[src/rtl/mb_pkg.sv]
package mb_pkg;
  localparam int MB_ADDR_W = 2;

  typedef enum logic [MB_ADDR_W-1:0] {
    MB_REG_DATA   = 2'd0,
    MB_REG_STATUS = 2'd1,
    MB_REG_CTRL   = 2'd2,
    MB_REG_SPARE  = 2'd3
  } mb_reg_e;

  localparam int ST_FULL_BIT   = 0;
  localparam int ST_OVR_BIT    = 1;
  localparam int ST_UDR_BIT    = 2;
  localparam int CTRL_EN_BIT   = 0;
  localparam int CTRL_EDGE_BIT = 1;

  // Interrupt output selection: level or one-cycle pulse, gated by enable.
  function automatic logic irq_select(logic en, logic edge_mode,
                                      logic pulse, logic level);
    return en & (edge_mode ? pulse : level);
  endfunction
endpackage

[src/rtl/mb_bus_decode.sv]
module mb_bus_decode
  import mb_pkg::*;
(
  input  logic                 cs,
  input  logic                 we,
  input  logic [MB_ADDR_W-1:0] addr,
  output logic                 wr_data,
  output logic                 wr_status,
  output logic                 wr_ctrl,
  output logic                 rd_data
);
  mb_reg_e sel;
  assign sel = mb_reg_e'(addr);

  always_comb begin
    wr_data   = 1'b0;
    wr_status = 1'b0;
    wr_ctrl   = 1'b0;
    rd_data   = 1'b0;
    if (cs) begin
      unique case (sel)
        MB_REG_DATA:   begin wr_data = we; rd_data = ~we; end
        MB_REG_STATUS: wr_status = we;
        MB_REG_CTRL:   wr_ctrl   = we;
        default:       ;
      endcase
    end
  end
endmodule

[src/rtl/mb_holding_reg.sv]
module mb_holding_reg #(
  parameter int DATA_W = 8
) (
  input  logic              clk,
  input  logic              rst_n,
  input  logic              load_req,
  input  logic [DATA_W-1:0] din,
  input  logic              pop_req,
  input  logic              ovr_clr,
  input  logic              udr_clr,
  output logic [DATA_W-1:0] dout,
  output logic              full,
  output logic              overrun,
  output logic              underrun,
  output logic              evt_fill,
  output logic              evt_drain
);
  logic evt_ovr;
  logic evt_udr;

  // Accepted and refused accesses, judged against the flag before the edge.
  assign evt_fill  = load_req & ~full;
  assign evt_ovr   = load_req &  full;
  assign evt_drain = pop_req  &  full;
  assign evt_udr   = pop_req  & ~full;

  always_ff @(posedge clk or negedge rst_n) begin
    if (!rst_n) begin
      dout <= '0;
    end else if (evt_fill) begin
      dout <= din;
    end
  end

  always_ff @(posedge clk or negedge rst_n) begin
    if (!rst_n) begin
      full <= 1'b0;
    end else if (evt_fill) begin
      full <= 1'b1;
    end else if (evt_drain) begin
      full <= 1'b0;
    end
  end

  // Sticky flags: a new event wins over a same-cycle clear.
  always_ff @(posedge clk or negedge rst_n) begin
    if (!rst_n) begin
      overrun  <= 1'b0;
      underrun <= 1'b0;
    end else begin
      if (evt_ovr)      overrun <= 1'b1;
      else if (ovr_clr) overrun <= 1'b0;
      if (evt_udr)      underrun <= 1'b1;
      else if (udr_clr) underrun <= 1'b0;
    end
  end

  AST_FILL_SETS_FULL: assert property (@(posedge clk) disable iff (!rst_n)
    evt_fill |=> full);
  AST_FILL_LOADS_BYTE: assert property (@(posedge clk) disable iff (!rst_n)
    evt_fill |=> (dout == $past(din)));
  AST_DRAIN_CLEARS: assert property (@(posedge clk) disable iff (!rst_n)
    evt_drain |=> !full);
  AST_FULL_WRITE_DROPPED: assert property (@(posedge clk) disable iff (!rst_n)
    (load_req && full && !pop_req) |=> (full && $stable(dout)));
  AST_OVERRUN_STICKY: assert property (@(posedge clk) disable iff (!rst_n)
    (load_req && full) |=> overrun);
  AST_UNDERRUN_SET: assert property (@(posedge clk) disable iff (!rst_n)
    (pop_req && !full && !load_req) |=> (underrun && !full && $stable(dout)));
endmodule

[src/rtl/mb_side_irq.sv]
module mb_side_irq
  import mb_pkg::*;
#(
  parameter int  DATA_W   = 8,
  parameter bit  ON_FULL  = 1'b1
) (
  input  logic              clk,
  input  logic              rst_n,
  input  logic              ctrl_wr,
  input  logic [DATA_W-1:0] ctrl_wdata,
  input  logic              full,
  input  logic              evt_fill,
  input  logic              evt_drain,
  output logic              ctrl_en,
  output logic              ctrl_edge,
  output logic              irq
);
  logic level_cond;
  logic evt_trigger;
  logic pulse_q;

  generate
    if (ON_FULL) begin : g_full_side
      assign level_cond  = full;
      assign evt_trigger = evt_fill;
    end else begin : g_empty_side
      assign level_cond  = ~full;
      assign evt_trigger = evt_drain;
    end
  endgenerate

  always_ff @(posedge clk or negedge rst_n) begin
    if (!rst_n) begin
      ctrl_en   <= 1'b0;
      ctrl_edge <= 1'b0;
    end else if (ctrl_wr) begin
      ctrl_en   <= ctrl_wdata[CTRL_EN_BIT];
      ctrl_edge <= ctrl_wdata[CTRL_EDGE_BIT];
    end
  end

  // Pulse register: high in the cycle right after the flag transition.
  always_ff @(posedge clk or negedge rst_n) begin
    if (!rst_n) pulse_q <= 1'b0;
    else        pulse_q <= evt_trigger;
  end

  assign irq = irq_select(ctrl_en, ctrl_edge, pulse_q, level_cond);

  AST_PULSE_ONE_CYCLE: assert property (@(posedge clk) disable iff (!rst_n)
    pulse_q |=> !pulse_q);
  AST_IRQ_MASKED: assert property (@(posedge clk) disable iff (!rst_n)
    !ctrl_en |-> !irq);
  AST_LEVEL_TRACKS: assert property (@(posedge clk) disable iff (!rst_n)
    (ctrl_en && !ctrl_edge) |-> (irq == level_cond));
endmodule

[src/rtl/ipc_byte_mailbox.sv]
module ipc_byte_mailbox
  import mb_pkg::*;
#(
  parameter int DATA_W = 8
) (
  input  logic                 clk,
  input  logic                 rst_n,
  input  logic                 tx_cs,
  input  logic                 tx_we,
  input  logic [MB_ADDR_W-1:0] tx_addr,
  input  logic [DATA_W-1:0]    tx_wdata,
  output logic [DATA_W-1:0]    tx_rdata,
  input  logic                 rx_cs,
  input  logic                 rx_we,
  input  logic [MB_ADDR_W-1:0] rx_addr,
  input  logic [DATA_W-1:0]    rx_wdata,
  output logic [DATA_W-1:0]    rx_rdata,
  output logic                 tx_irq,
  output logic                 rx_irq,
  output logic                 tx_dma_req,
  output logic                 rx_dma_req
);
  localparam int FLAG_BITS = 3;

  logic              tx_wr_data, tx_wr_status, tx_wr_ctrl, unused_tx_rd;
  logic              rx_wr_data_unused, rx_wr_status, rx_wr_ctrl, rx_rd_data;
  logic [DATA_W-1:0] held;
  logic              full, overrun, underrun, evt_fill, evt_drain;
  logic              tx_en, tx_edge, rx_en, rx_edge;
  logic [DATA_W-1:0] status_word;
  logic              unused_wdata;

  function automatic logic [DATA_W-1:0] pack_status(logic f, logic o, logic u);
    logic [DATA_W-1:0] w;
    w = '0;
    w[ST_FULL_BIT] = f;
    w[ST_OVR_BIT]  = o;
    w[ST_UDR_BIT]  = u;
    return w;
  endfunction

  function automatic logic [DATA_W-1:0] pack_ctrl(logic en, logic edge_mode);
    logic [DATA_W-1:0] w;
    w = '0;
    w[CTRL_EN_BIT]   = en;
    w[CTRL_EDGE_BIT] = edge_mode;
    return w;
  endfunction

  mb_bus_decode u_tx_dec (
    .cs(tx_cs), .we(tx_we), .addr(tx_addr),
    .wr_data(tx_wr_data), .wr_status(tx_wr_status),
    .wr_ctrl(tx_wr_ctrl), .rd_data(unused_tx_rd)
  );

  mb_bus_decode u_rx_dec (
    .cs(rx_cs), .we(rx_we), .addr(rx_addr),
    .wr_data(rx_wr_data_unused), .wr_status(rx_wr_status),
    .wr_ctrl(rx_wr_ctrl), .rd_data(rx_rd_data)
  );

  mb_holding_reg #(.DATA_W(DATA_W)) u_hold (
    .clk(clk), .rst_n(rst_n),
    .load_req(tx_wr_data), .din(tx_wdata),
    .pop_req(rx_rd_data),
    .ovr_clr(tx_wr_status & tx_wdata[ST_OVR_BIT]),
    .udr_clr(rx_wr_status & rx_wdata[ST_UDR_BIT]),
    .dout(held), .full(full), .overrun(overrun), .underrun(underrun),
    .evt_fill(evt_fill), .evt_drain(evt_drain)
  );

  mb_side_irq #(.DATA_W(DATA_W), .ON_FULL(1'b0)) u_tx_irq (
    .clk(clk), .rst_n(rst_n),
    .ctrl_wr(tx_wr_ctrl), .ctrl_wdata(tx_wdata),
    .full(full), .evt_fill(evt_fill), .evt_drain(evt_drain),
    .ctrl_en(tx_en), .ctrl_edge(tx_edge), .irq(tx_irq)
  );

  mb_side_irq #(.DATA_W(DATA_W), .ON_FULL(1'b1)) u_rx_irq (
    .clk(clk), .rst_n(rst_n),
    .ctrl_wr(rx_wr_ctrl), .ctrl_wdata(rx_wdata),
    .full(full), .evt_fill(evt_fill), .evt_drain(evt_drain),
    .ctrl_en(rx_en), .ctrl_edge(rx_edge), .irq(rx_irq)
  );

  assign status_word = pack_status(full, overrun, underrun);

  always_comb begin
    unique case (mb_reg_e'(tx_addr))
      MB_REG_STATUS: tx_rdata = status_word;
      MB_REG_CTRL:   tx_rdata = pack_ctrl(tx_en, tx_edge);
      default:       tx_rdata = '0;
    endcase
  end

  always_comb begin
    unique case (mb_reg_e'(rx_addr))
      MB_REG_DATA:   rx_rdata = held;
      MB_REG_STATUS: rx_rdata = status_word;
      MB_REG_CTRL:   rx_rdata = pack_ctrl(rx_en, rx_edge);
      default:       rx_rdata = '0;
    endcase
  end

  assign rx_dma_req = full;
  assign tx_dma_req = ~full;

  assign unused_wdata = ^{rx_wdata[DATA_W-1:FLAG_BITS], rx_wdata[ST_OVR_BIT],
                          rx_wr_data_unused, unused_tx_rd,
                          tx_wdata[ST_UDR_BIT]};

  AST_DMA_FOLLOWS_FILL: assert property (@(posedge clk) disable iff (!rst_n)
    evt_fill |=> (rx_dma_req && !tx_dma_req));
  AST_DMA_FOLLOWS_DRAIN: assert property (@(posedge clk) disable iff (!rst_n)
    evt_drain |=> (tx_dma_req && !rx_dma_req));
  AST_RX_PULSE_ON_FILL: assert property (@(posedge clk) disable iff (!rst_n)
    (evt_fill && rx_en && rx_edge && $stable(rx_en) && !rx_wr_ctrl) |=> rx_irq);
  AST_TX_PULSE_ON_DRAIN: assert property (@(posedge clk) disable iff (!rst_n)
    (evt_drain && tx_en && tx_edge && !tx_wr_ctrl) |=> tx_irq);
endmodule

[config.mk]
export PLATFORM = sky130hd
export DESIGN_NAME = ipc_byte_mailbox
export DESIGN_NICKNAME = d
export VERILOG_FILES = /design/src/rtl/mb_pkg.sv /design/src/rtl/mb_bus_decode.sv /design/src/rtl/mb_holding_reg.sv /design/src/rtl/mb_side_irq.sv /design/src/rtl/ipc_byte_mailbox.sv
export SDC_FILE = /design/constraint.sdc
export NUM_CORES = 1
export LEC_CHECK = 0
export BUFFER_PORTS_ARGS = -buffer_cell sky130_fd_sc_hd__buf_2
export CORE_MARGIN = 5
export CORE_UTILIZATION = 39
export CTS_CLUSTER_SIZE = 30
export DETAILED_ROUTE_END_ITERATION = 8
export PLACE_DENSITY = 0.82
export SLEW_MARGIN = 10
export SYNTH_ARGS = -nofsm -noshare
export SYNTH_HDL_FRONTEND = slang
export SYNTH_SLANG_ARGS = --single-unit
[constraint.sdc]
create_clock -name clk -period 1.3 [get_ports clk]
set_input_delay 0 -clock clk [delete_from_list [all_inputs] [get_ports clk]]
set_output_delay 0 -clock clk [all_outputs]
set_load 0.05 [all_outputs]
==> results of run 1 <==
[path summary, 6_finish.rpt]
kind	start	to	slack (ns)	cells after the start
max in group asynchronous	rst_n	u_hold.full	0.88	2
worst max-delay path	u_hold.full	tx_rdata[0]	0.08	3
min in group asynchronous	rst_n	u_hold.dout[4]	0.13	2
worst min-delay path	tx_cs	u_hold.overrun	0.03	4
worst min register to register	u_hold.dout[7]	u_hold.dout[7]	0.51	1
worst max register to register	u_hold.full	u_hold.dout[0]	0.10	4
[final cells by class]
| class | instances | area share [%] |
|---|---|---|
| multi-input combinational | 59 | 34.2 |
| sequential | 17 | 32.9 |
| timing repair buffer | 50 | 27.0 |
| tap | 28 | 2.70 |
| clock buffer | 3 | 1.73 |
| inverter | 4 | 1.16 |
| clock inverter | 1 | 0.385 |
[cells in the final DEF (no fill, tap or decap), drive strengths merged]
master and instances:
and2 6, ha 3, clkbuf 4, buf 35, nand2b 1, mux2i 4, nand4 2, clkinv 1
conb 5, and2b 1, dlygate4sd3 14, or4b 1, o21ai 6, and3 1, nor2 3, nor2b 3
mux2 12, inv 4, nand2 6, nand3 3, dfrtp 17, a22oi 2
[power breakdown]
group / switching [mW] / total, mW / internal [mW]
combinational: 0.393 / 0.630 / 0.237
sequential: 0.0821 / 0.720 / 0.638
clock: 0.174 / 0.289 / 0.114
[per-layer routing]
| layer | up-vias | GRT usage (%) | wire length [um] |
|---|---|---|---|
| met5 | - | 0 | 0 |
| met4 | 0 | 6.95 | 19 |
| met3 | 2 | 3.07 | 146 |
| met2 | 27 | 27.1 | 1150 |
| met1 | 375 | 15.7 | 864 |
| li1 | 376 | - | - |
[critical path, cell delays in order (launching register included)]
cell     delay (ns)
dfrtp_2        0.48
a22oi_1        0.18
nor2b_2        0.06
buf_2          0.21
[state kept, by name (all words and copies together), names as in the netlist]
register and cells:
u_tx_irq.ctrl_edge 1, u_rx_irq.ctrl_edge 1, u_hold.underrun 1, u_hold.dout 8, u_tx_irq.pulse_q 1, u_rx_irq.ctrl_en 1
u_rx_irq.pulse_q 1, u_tx_irq.ctrl_en 1, u_hold.full 1, u_hold.overrun 1
[what timing repair did]
item,in CTS,in global routing
hold buffers,14,0
cloned,0,0
setup endpoints to repair,2,9
pin swaps,1,0
resized for setup,3,7
hold endpoints to repair,31,0
setup buffers,0,0
[through the flow]
step           setup WS (ns)  cell area (sq um)  power [mW]
2_1_floorplan         -0.326                932        1.15
6_report              0.0825               1300        1.64
3_3_place_gp           0.166               1110        1.28
4_1_cts               0.0347               1280        1.63
3_5_place_dp           0.136               1110        1.31
5_1_grt             -0.00201               1300        1.74
[logic make-up after synthesis]
family,synth area share [%]
other,0.412
AO/OA/AOI/OAI,4.94
flip-flops,46.7
AND/OR/NAND/NOR,16.8
adder cells (fa/ha/maj),4.12
multiplexers,19.2
buffers and inverters,7.83
==> results.md, run 1 <==
- TritonCTS built the clock tree.
- The largest net degree at the start of global routing is 18.
- The count of final hold-check violations is 0.
- The worst path needs approximately 1.2 ns of the cycle, external delays included.
- The number of cell rows is 17.
- The initial antenna violation count was 0.
- The number of buffers between clock root and the deepest sink is 2.
- The clock input transition at the sequential cells of the worst setup and hold paths is 0.11 ns.
- The wire length of the first global-routing pass is 3820 um.
- In the final routed layout, each cell accounts on average for approximately 13 um.
- The die is 58.3 um wide.
- The worst hold slack is between 0.03 and 0.04 ns.
- In the final design database the tool counted approximately 160 nets.
- The routed via count divided by cell count is between 4 and 5.
- The core region is about 2200 sq um.
- Of all nets on the critical path, the largest fanout is 8.
- The die extent in y is a little under 60 um.
- The utilization of the core after routing is approximately three fifths.
- The required arrival time at the worst endpoint is roughly 1.3 ns.
- In the synthesized netlist the async set-or-reset flop fraction comes to 100%.
- The number of distinct standard cells referenced by the synthesized netlist is 21.
- The element type at the critical path start is a flip-flop.
- The total global routing overflow is 0.
- In this run the remaining antenna-violating nets after routing total 0.
- dfrtp_1 takes more of the synthesized area than any other cell.
- The final max-slew violation count is 0.
- Sorting the synthesized cells by area gives the leading types as dfrtp_1, mux2_2, buf_4.
- The count of flip-flops with a built-in enable after synthesis is 0.
- The tool flagged a number of max-cap violations equal to 0.
- The violation count after the first detailed-route iteration is 8.
- The filler cells instantiated in the layout total between 200 and 250.
- The sum of negative setup slack is 0 ns.
- During placement, the flow inserted port buffers numbering 35.
- The register bit total from synthesis is 17.
- The achievable frequency is between 0.8 and 0.9 GHz.
- The flow ran to the end, and the final reports show no timing, DRC or antenna violations.
- Among all flip-flop cells after synthesis, the most frequent one is dfrtp_1.
- The final clock skew is 0.00976 ns.
- The number of detailed-route iterations in the first pass is 4.
- Summing all flip-flop and latch instances after layout gives between 400 and 500 sq um.
- The worst-case IR drop observed on VDD is around 0.77 mV.
- Synthesis produced a netlist whose cell count is 83.
- In this run the number of H-tree levels came out at 1.
- The path class of the tightest hold or removal check is in -> reg.
- The share of the clock period used by the worst path is between 90% and 100%.
- CTS saw 17 sinks.
- The initial cell density of the core is approximately 41%.
- Global routing consumed, over all layers together, 14.7% of the routing resources.
- By count the netlist is led by dfrtp_1, mux2_2, and2_1, buf_4, nand2_1.
- The multi-input combinational cells in the finished layout cover a total of 444 sq um.
- After synthesis the cells add up to 911 sq um.
- The via count of the first global-routing pass came to between 800 and 900.
- Setup repair after global routing could not meet its margin everywhere.
- The cell with the most instances after synthesis is dfrtp_1.
- The clock latency reported for the late side of the worst-skew pair is ~0.29 ns.
- The cell at the root of the clock tree is clkbuf_4.
- The endpoint type of the worst setup path is an output pin.
- The count of cells in the finished layout, fillers not included, comes to around 160.
- 46 I/O pins were placed.
- The critical path in this run is classified as reg -> out.
- The share of Yosys cell area claimed by the top area cell type is between 40 and 50%.
- During synthesis, Yosys emitted a total of 0 warnings.
- In the routed design, unresolved DRC markers number 0.
- The final routed wirelength across all metal layers is between 2000 and 2500 um.
- Counting tap cells, the placed design contains a total of roughly 150 instances.
- 0 antenna diodes ended up in the layout.
- The routed layout has 780 vias.
- The reported leakage power is around 0.67 nW.
- The final weighted congestion in routability-driven placement is ~0.77.
- The synthesis-to-layout area growth is 42.6%.
- The fraction of final layout cells sized beyond drive strength 1 is 44.8%.
- The number of clock buffers added by TritonCTS is 3.
- The number of endpoints failing setup at the final stage is 0.
- The endpoint arrival time on the critical path is 1.22 ns.
- The sequential cell area fraction in the yosys report is between 40% and 50%.
- For this design the ratio of total power to cell area is roughly 1300 nW/um^2.
- Each instance of the synthesized netlist takes up on average 11.0 sq um.
- The die covers ~3400 sq um.
No activity file was read; power rests on OpenSTA's default activity.
==> run 2: changes to the inputs <==
--- a/config.mk
+++ b/config.mk
@@ -7,10 +7,10 @@
 export LEC_CHECK = 0
 export BUFFER_PORTS_ARGS = -buffer_cell sky130_fd_sc_hd__buf_2
 export CORE_MARGIN = 5
-export CORE_UTILIZATION = 39
+export CORE_UTILIZATION = 40
 export CTS_CLUSTER_SIZE = 30
 export DETAILED_ROUTE_END_ITERATION = 8
-export PLACE_DENSITY = 0.82
+export PLACE_DENSITY = 0.84
 export SLEW_MARGIN = 10
 export SYNTH_ARGS = -nofsm -noshare
 export SYNTH_HDL_FRONTEND = slang
==> run 2 against run 1 <==
Non-clock buffer count shrank 1. Critical path depth grew 1. Critical endpoint is now u_hold.dout[4]. Combinational power shrank 2%. Clock power shrank 4%. Flip-flop and latch count is the same. Largest cell class unchanged. Global-route usage shrank 0.45 points. Die area shrank 2.1%. Core utilization shrank 0.57 points. Total power shrank 1.6%.
==> results.md, run 2 (synthesis gave the netlist of run 1 again) <==
- Status: finished clean (unchanged).
- The delay of the slowest cell on the worst path came to 0.45 ns (was 0.48 ns).
- The via count of the routed design came to 767 (was 780).
- The total global routing overflow is 0 (unchanged).
- The number of buffers between clock root and the deepest sink is 2 (unchanged).
- The cell class contributing the biggest share of worst-path delay is flip-flops (unchanged).
- The fraction of final layout cells sized beyond drive strength 1 is 42.9% (was 44.8%).
- The worst vdd rail ir drop is 0.745 mV (was 0.767 mV).
- The cell at the root of the clock tree is clkbuf_4 (unchanged).
- Cells traversed along the worst timing path: inv_2 -> nand2b_1 -> buf_12 -> mux2_2 (was a22oi_1 -> nor2b_2 -> buf_2).
- The cell depth of the worst hold path is 3 (was 4).
- The number of endpoints failing setup at the final stage is 0 (unchanged).
- The total power divided by cell area is 1270 nW/um^2 (was 1260 nW/um^2).
- The buffer and inverter count on the worst path is 2 (was 1).
- The routed via count divided by cell count is 4.76 (was 4.81).
- The number of buffer cells added on primary ports came to 35 (unchanged).
- The endpoint type of the worst setup path is a flip-flop (was output pin).
- The required arrival time at the worst endpoint was 1.48 ns (was 1.30 ns).
- The commonest non-fill, non-tap cell in the layout is buf_2 (unchanged).
- The number of diodes added for antenna fixing is 0 (unchanged).
- The clock latency reported for the late side of the worst-skew pair is 0.29 ns (about the same).
- The number of clock sinks seen by CTS is 17 (unchanged).
- The clock input transition at the sequential cells of the worst setup and hold paths is 0.10 ns (was 0.11 ns).
- The final clock skew is 0.00605 ns (was 0.00976 ns).
- The wire length of the first global-routing pass was 3650 um (was 3820 um).
- The global-route met1 utilization was 15.2% (was 15.7%).
- The TritonCTS clock tree is built (unchanged).
- The HPWL after detailed placement is between 1500 and 2000 um.
- The achievable frequency is 0.824 GHz (was 0.821 GHz).
- The final routed wirelength across all metal layers is 2180 um (about the same).
- The violation count after the first detailed-route iteration was 10 (was 8).
- The via count of the first global-routing pass is 823 (was 882).
- The cell count along the critical path is 4 (was 3).
- The largest net degree at the start of global routing is 18 (unchanged).
- The total global-route track usage is 14.2% (was 14.7%).
- The category of the critical setup timing path was reg -> reg (was reg -> out).
- The net count of the finished layout is 163 (was 164).
- The met2 layer usage reported by global route came to 25.0% (was 27.1%).
- The post-route worst setup slack was 0.0862 ns (was 0.0825 ns).
- The routed wire length per instance is 13.5 um (about the same).
- The CTS buffer count is 3 (unchanged).
- The number of flip-flops in the largest register was 8 (unchanged).
- The element type at the critical path start is a flip-flop (unchanged).
- The number of nets with antenna violations after routing came to 0 (unchanged).
- The share of the clock period used by the worst path was 93.4% (was 93.7%).
- The number of cell rows came to 17 (unchanged).
- The initial cell density of the core is 41.6% (was 41.2%).
- The number of ports placed on the die boundary is 46 (unchanged).
- The x dimension of the die was 57.7 um (was 58.3 um).
- The worst hold slack came to 0.0230 ns (was 0.0331 ns).
- The final critical delay including setup and external delays is 1.21 ns (was 1.22 ns).
- The met3 track demand over resource came to 5.35% (was 3.07%).
- The die extent in y is 57.7 um (was 58.3 um).
- The power after layout is 1.61 mW (was 1.64 mW).
- The maximum net fanout on the critical path is 10 (was 8).
- The number of fillers in the final layout is 178 (was 201).
- The total DRC errors in the routed layout came to 0 (unchanged).
- The final max-slew violation count came to 0 (unchanged).
- The routing layer with the top usage in global route is met2 (unchanged).
- The count of final hold-check violations is 0 (unchanged).
- The utilization of the core after routing was 58.1% (was 58.7%).
- The number of detailed-route iterations in the first pass came to 4 (unchanged).
- The number of cells on the worst reg-to-reg path is 4 (unchanged).
- The minimum setup slack after placement was 0.128 ns (was 0.136 ns).
- The die footprint is 3330 sq um (was 3400 sq um).
- The final design instance area without fill is 1270 sq um (was 1300 sq um).
- The number of maximum-capacitance violations was 0 (unchanged).
- The core region area is 2190 sq um (was 2210 sq um).
- The reported leakage power came to 0.655 nW (was 0.672 nW).
- The worst hold-check path type is in -> reg (unchanged).
- The most flop-heavy register is u_hold.dout (unchanged).
- The final weighted congestion in routability-driven placement is 0.804 (was 0.767).
- The initial antenna violation count is 0 (unchanged).
- The endpoint arrival time on the critical path is 1.40 ns (was 1.22 ns).
- The standard cell with the maximum stage delay on the critical path is dfrtp_2 (unchanged).
- The synthesis-to-layout area growth was 39.8% (was 42.6%).
- The instance area after placement is 1110 sq um (unchanged).
- Setup repair after global routing missed its margin: no (was yes).
- Commonest cells after routing, fill and taps aside: buf_2, dfrtp_1, dlygate4sd3_1 (unchanged).
- The number of H-tree levels came to 1 (unchanged).
-- run 2: area by class of cell --
cell class	count	area, sq um	share of cell area [%]
clock buffers	4	26.3	2.06
inverters	4	15.0	1.18
multi-input cells	59	434	34.1
flip-flops and latches	17	427	33.5
well taps	28	35.0	2.75
repair buffers	49	337	26.4
-- run 2: worst paths after layout --
check / startpoint / end / slack, ns
setup / recovery: u_hold.full / u_hold.dout[4] / 0.09
hold / removal: tx_cs / u_hold.overrun / 0.02
setup reg to reg: u_hold.full / u_hold.dout[4] / 0.09
hold reg to reg: u_hold.dout[6] / u_hold.dout[6] / 0.51
max in group asynchronous: rst_n / u_hold.full / 0.87
min in group asynchronous: rst_n / u_hold.dout[5] / 0.14
-- run 2: power breakdown --
part	leakage, nW	internal [mW]	total (mW)	switching [mW]
registers	0.206	0.638	0.720	0.0818
logic	0.434	0.228	0.615	0.386
clock network	0.0150	0.119	0.278	0.159
-- run 2: timing repair --
item | CTS | global route
cloned | 0 | 0
pin swaps | 1 | 0
buffers inserted | 0 | 0
hold buffers | 13 | 0
resized for setup | 4 | 3
setup endpoints to repair | 3 | 7
endpoints found under the hold margin | 31 | 0
-- run 2: layer usage --
metal	vias up	routed length (um)
li1	373	-
met1	359	823
met2	29	1140
met3	6	174
met4	0	38
met5	-	0
-- run 2: tightest hold or removal path: stages --
cell and delay (ns):
buf_2 0.12, nand3_1 0.09, o21ai_0 0.07
-- run 2: per-stage QoR --
step                TNS [ns]  cells
CTS                        0    161
finish                     0    161
global placement           0    145
floorplan              -2.77     87
detailed placement         0    145
global route               0    161
==> run 3: changes to the inputs <==
--- a/config.mk
+++ b/config.mk
@@ -5,12 +5,13 @@
 export SDC_FILE = /design/constraint.sdc
 export NUM_CORES = 1
 export LEC_CHECK = 0
+export ABC_AREA = 1
 export BUFFER_PORTS_ARGS = -buffer_cell sky130_fd_sc_hd__buf_2
 export CORE_MARGIN = 5
 export CORE_UTILIZATION = 40
 export CTS_CLUSTER_SIZE = 30
 export DETAILED_ROUTE_END_ITERATION = 8
-export PLACE_DENSITY = 0.84
+export PLACE_DENSITY = 0.83
 export SLEW_MARGIN = 10
 export SYNTH_ARGS = -nofsm -noshare
 export SYNTH_HDL_FRONTEND = slang
==> run 3 against run 2 <==
Non-clock buffer count rose by 3. Sequential power fell by 4.0%. Core utilization rose by 1.6 points. Synthesized area rose by 6.7%. Clock power barely moved. Critical path depth did not move.
==> results.md, run 3 <==
- Status: finished clean (unchanged).
- The routed via count divided by cell count was 4.66 (was 4.76).
- The total global-route track usage is 15.5% (was 14.2%).
- The count of flip-flops with a built-in enable after synthesis is 0 (unchanged).
- The clock input transition at the sequential cells of the worst setup and hold paths was 0.09 ns (was 0.10 ns).
- The most flop-heavy register is u_hold.dout (unchanged).
- The HPWL after detailed placement is 1760 um (was 1650 um).
- The endpoint type of the worst setup path is an output pin (was flip-flop).
- The dominant register cell in the synthesized netlist is dfrtp_1 (unchanged).
- The power after layout is 1.62 mW (was 1.61 mW).
- Setup repair after global routing missed its margin: no (unchanged).
- The x dimension of the die is 59.3 um (was 57.7 um).
- The via count of the first global-routing pass is 1,028 (was 823).
- The count of final hold-check violations is 0 (unchanged).
- The number of cell rows came to 17 (unchanged).
- The sequential cell area fraction in the yosys report is 43.8% (was 46.7%).
- The number of clock sinks seen by CTS is 17 (unchanged).
- The number of H-tree levels is 1 (unchanged).
- The average cell area after synthesis is 7.60 sq um (was 11.0 sq um).
- The worst vdd rail ir drop is 1.06 mV (was 0.745 mV).
- The element type at the critical path start is a flip-flop (unchanged).
- The final clock skew is 0.00477 ns (was 0.00605 ns).
- The die extent in y is 59.3 um (was 57.7 um).
- The number of buffer cells added on primary ports is 35 (unchanged).
- The achievable frequency is 0.826 GHz (was 0.824 GHz).
- The initial antenna violation count came to 0 (unchanged).
- The minimum setup slack after placement is 0.213 ns (was 0.128 ns).
- The category of the critical setup timing path is reg -> out (was reg -> reg).
- Commonest cells post-synth: nand2_1, inv_1, dfrtp_1, nand3_1, nor2_1 (was dfrtp_1, mux2_2, and2_1, buf_4, nand2_1).
- The standard cell with the maximum stage delay on the critical path is dfrtp_2 (unchanged).
- The required arrival time at the worst endpoint is 1.30 ns (was 1.48 ns).
- The CTS buffer count is 3 (unchanged).
- Commonest cells after routing, fill and taps aside: nand2_1, buf_2, inv_1 (was buf_2, dfrtp_1, dlygate4sd3_1).
- The worst hold-check path type is in -> reg (unchanged).
- The total global routing overflow came to 0 (unchanged).
- The number of detailed-route iterations in the first pass is 4 (unchanged).
- The cell at the root of the clock tree is clkbuf_4 (unchanged).
- The delay of the slowest cell on the worst path came to 0.45 ns (about the same).
- The instance area after placement is 1160 sq um (was 1110 sq um).
- The count of warnings emitted by yosys is 0 (unchanged).
- The clock latency reported for the late side of the worst-skew pair is 0.29 ns (about the same).
- The TritonCTS clock tree is built (unchanged).
- The maximum net fanout on the critical path came to 5 (was 10).
- The largest net degree at the start of global routing is 18 (unchanged).
- The cell area after synthesis is 972 sq um (was 911 sq um).
- The endpoint arrival time on the critical path was 1.21 ns (was 1.40 ns).
- The post-route worst setup slack is 0.0892 ns (was 0.0862 ns).
- The share of Yosys cell area claimed by the top area cell type came to 43.8% (was 46.7%).
- The reported leakage power is 0.785 nW (was 0.655 nW).
- The cell with the most instances after synthesis was nand2_1 (was dfrtp_1).
- The slack of the worst reg-to-reg path is 0.15 ns (was 0.09 ns).
- The initial cell density of the core is 42.7% (was 41.6%).
- The wire length of the first global-routing pass is 4210 um (was 3650 um).
- The number of endpoints failing setup at the final stage is 0 (unchanged).
- The net count of the finished layout was 212 (was 163).
- The via count of the routed design is 979 (was 767).
- The number of nets with antenna violations after routing is 0 (unchanged).
- The final weighted congestion in routability-driven placement came to 0.762 (was 0.804).
- Largest cells by area after synthesis: dfrtp_1, nand2_1, nand3_1 (was dfrtp_1, mux2_2, buf_4).
- The violation count after the first detailed-route iteration is 19 (was 10).
- The share of the clock period used by the worst path was 93.1% (was 93.4%).
- The core region area is 2280 sq um (was 2190 sq um).
- Cells traversed along the worst timing path: inv_6 -> o21ai_0 -> a21oi_2 -> buf_6 (was inv_2 -> nand2b_1 -> buf_12 -> mux2_2).
- The final design instance area without fill is 1360 sq um (was 1270 sq um).
- The cell taking the most area after synthesis is dfrtp_1 (unchanged).
- The total power divided by cell area came to 1190 nW/um^2 (was 1270 nW/um^2).
- The number of flip-flops in the largest register was 8 (unchanged).
- The final critical delay including setup and external delays is 1.21 ns (about the same).
- The final routed wirelength across all metal layers is 2620 um (was 2180 um).
- The number of ports placed on the die boundary is 46 (unchanged).
- The final max-slew violation count is 0 (unchanged).
- The number of instances in the synthesized netlist is 128 (was 83).
- The die footprint is 3520 sq um (was 3330 sq um).
- The register bit total from synthesis is 17 (unchanged).
- The synthesis-to-layout area growth came to 39.8% (about the same).
- The routed wire length per instance is 12.5 um (was 13.5 um).
- The commonest non-fill, non-tap cell in the layout was nand2_1 (was buf_2).
- The number of buffers between clock root and the deepest sink is 2 (unchanged).
- The number of maximum-capacitance violations is 0 (unchanged).
- The number of fillers in the final layout is 208 (was 178).
- The total DRC errors in the routed layout was 0 (unchanged).
- The number of diodes added for antenna fixing is 0 (unchanged).
- The share of flip-flops with an asynchronous set or reset after synthesis came to 100% (unchanged).
- The fraction of final layout cells sized beyond drive strength 1 was 28.6% (was 42.9%).
- The number of distinct standard cells referenced by the synthesized netlist was 18 (was 21).
==> run 3: changes by cell type in the layout (fill, tap and decap cells not counted), sizes merged, moves of 3 or more <==
cell,previous run,this run
nor2,3,11
nand2,6,43
mux2i,4,0
nand3,3,16
buf,36,39
inv,4,20
mux2,12,0
nor2b,3,0
and2,6,0
==> run 3: metrics by stage <==
step           hold WS (ns)  utilization [%]  instances  TNS (ns)
2_1_floorplan        -0.296                -        132    -0.193
3_3_place_gp        -0.0665             51.1        189         0
3_5_place_dp        -0.0574             51.1        189         0
4_1_cts              0.0138             59.7        210         0
5_1_grt              0.0403             59.7        210         0
6_report             0.0367             59.7        210         0
==> run 3: power by group <==
part	internal [mW]	switching [mW]	total (mW)
combinational	0.200	0.448	0.649
clock	0.119	0.156	0.276
sequential	0.623	0.0678	0.691
total	0.943	0.673	1.62
==> run 3: cell type report <==
type                    count  area, sq um  area share [%]
flip-flops and latches     17          427            31.4
multi-input cells          89          449            33.1
clock buffers               4         26.3            1.93
well taps                  28         35.0            2.58
inverters                  20         80.1            5.89
repair buffers             52          342            25.1
==> run 3: per-layer routing <==
metal	GRT usage [%]	vias to the layer above	wire length [um]
met5	0	-	0
met4	1.94	0	0
met3	4.36	0	198
met2	30.6	44	1440
met1	16.5	442	980
li1	-	493	-
==> run 3: worst max-delay path: cells and delay by family, from the launching register on <==
kind / cells / cell delay, ns
buf+inv: 2 / 0.25
flops: 1 / 0.45
compound gates: 2 / 0.22
==> run 3: timing repair <==
item / CTS / global route
setup buffers: 4 / 0
endpoints found under the hold margin: 30 / 0
endpoints found under the setup margin: 1 / 0
hold buffers: 13 / 0
gates resized for setup: 3 / 0
==> run 3: cells by family after synthesis <==
kind of cell	Yosys count	synth area share, %
AO/OA/AOI/OAI	10	5.66
adder cells (fa/ha/maj)	3	3.86
buffers and inverters	26	12.4
flip-flops	17	43.8
other	1	0.386
AND/OR/NAND/NOR	71	34.0
==> run 3: final timing paths <==
check	start	to	cells past startpoint
max	u_hold.full	tx_irq	4
min	rx_we	u_tx_irq.pulse_q	4
max reg2reg	u_hold.full	u_hold.dout[1]	6
min reg2reg	u_hold.underrun	u_hold.underrun	2
max in group asynchronous	rst_n	u_hold.full	2
min in group asynchronous	rst_n	u_hold.dout[6]	2
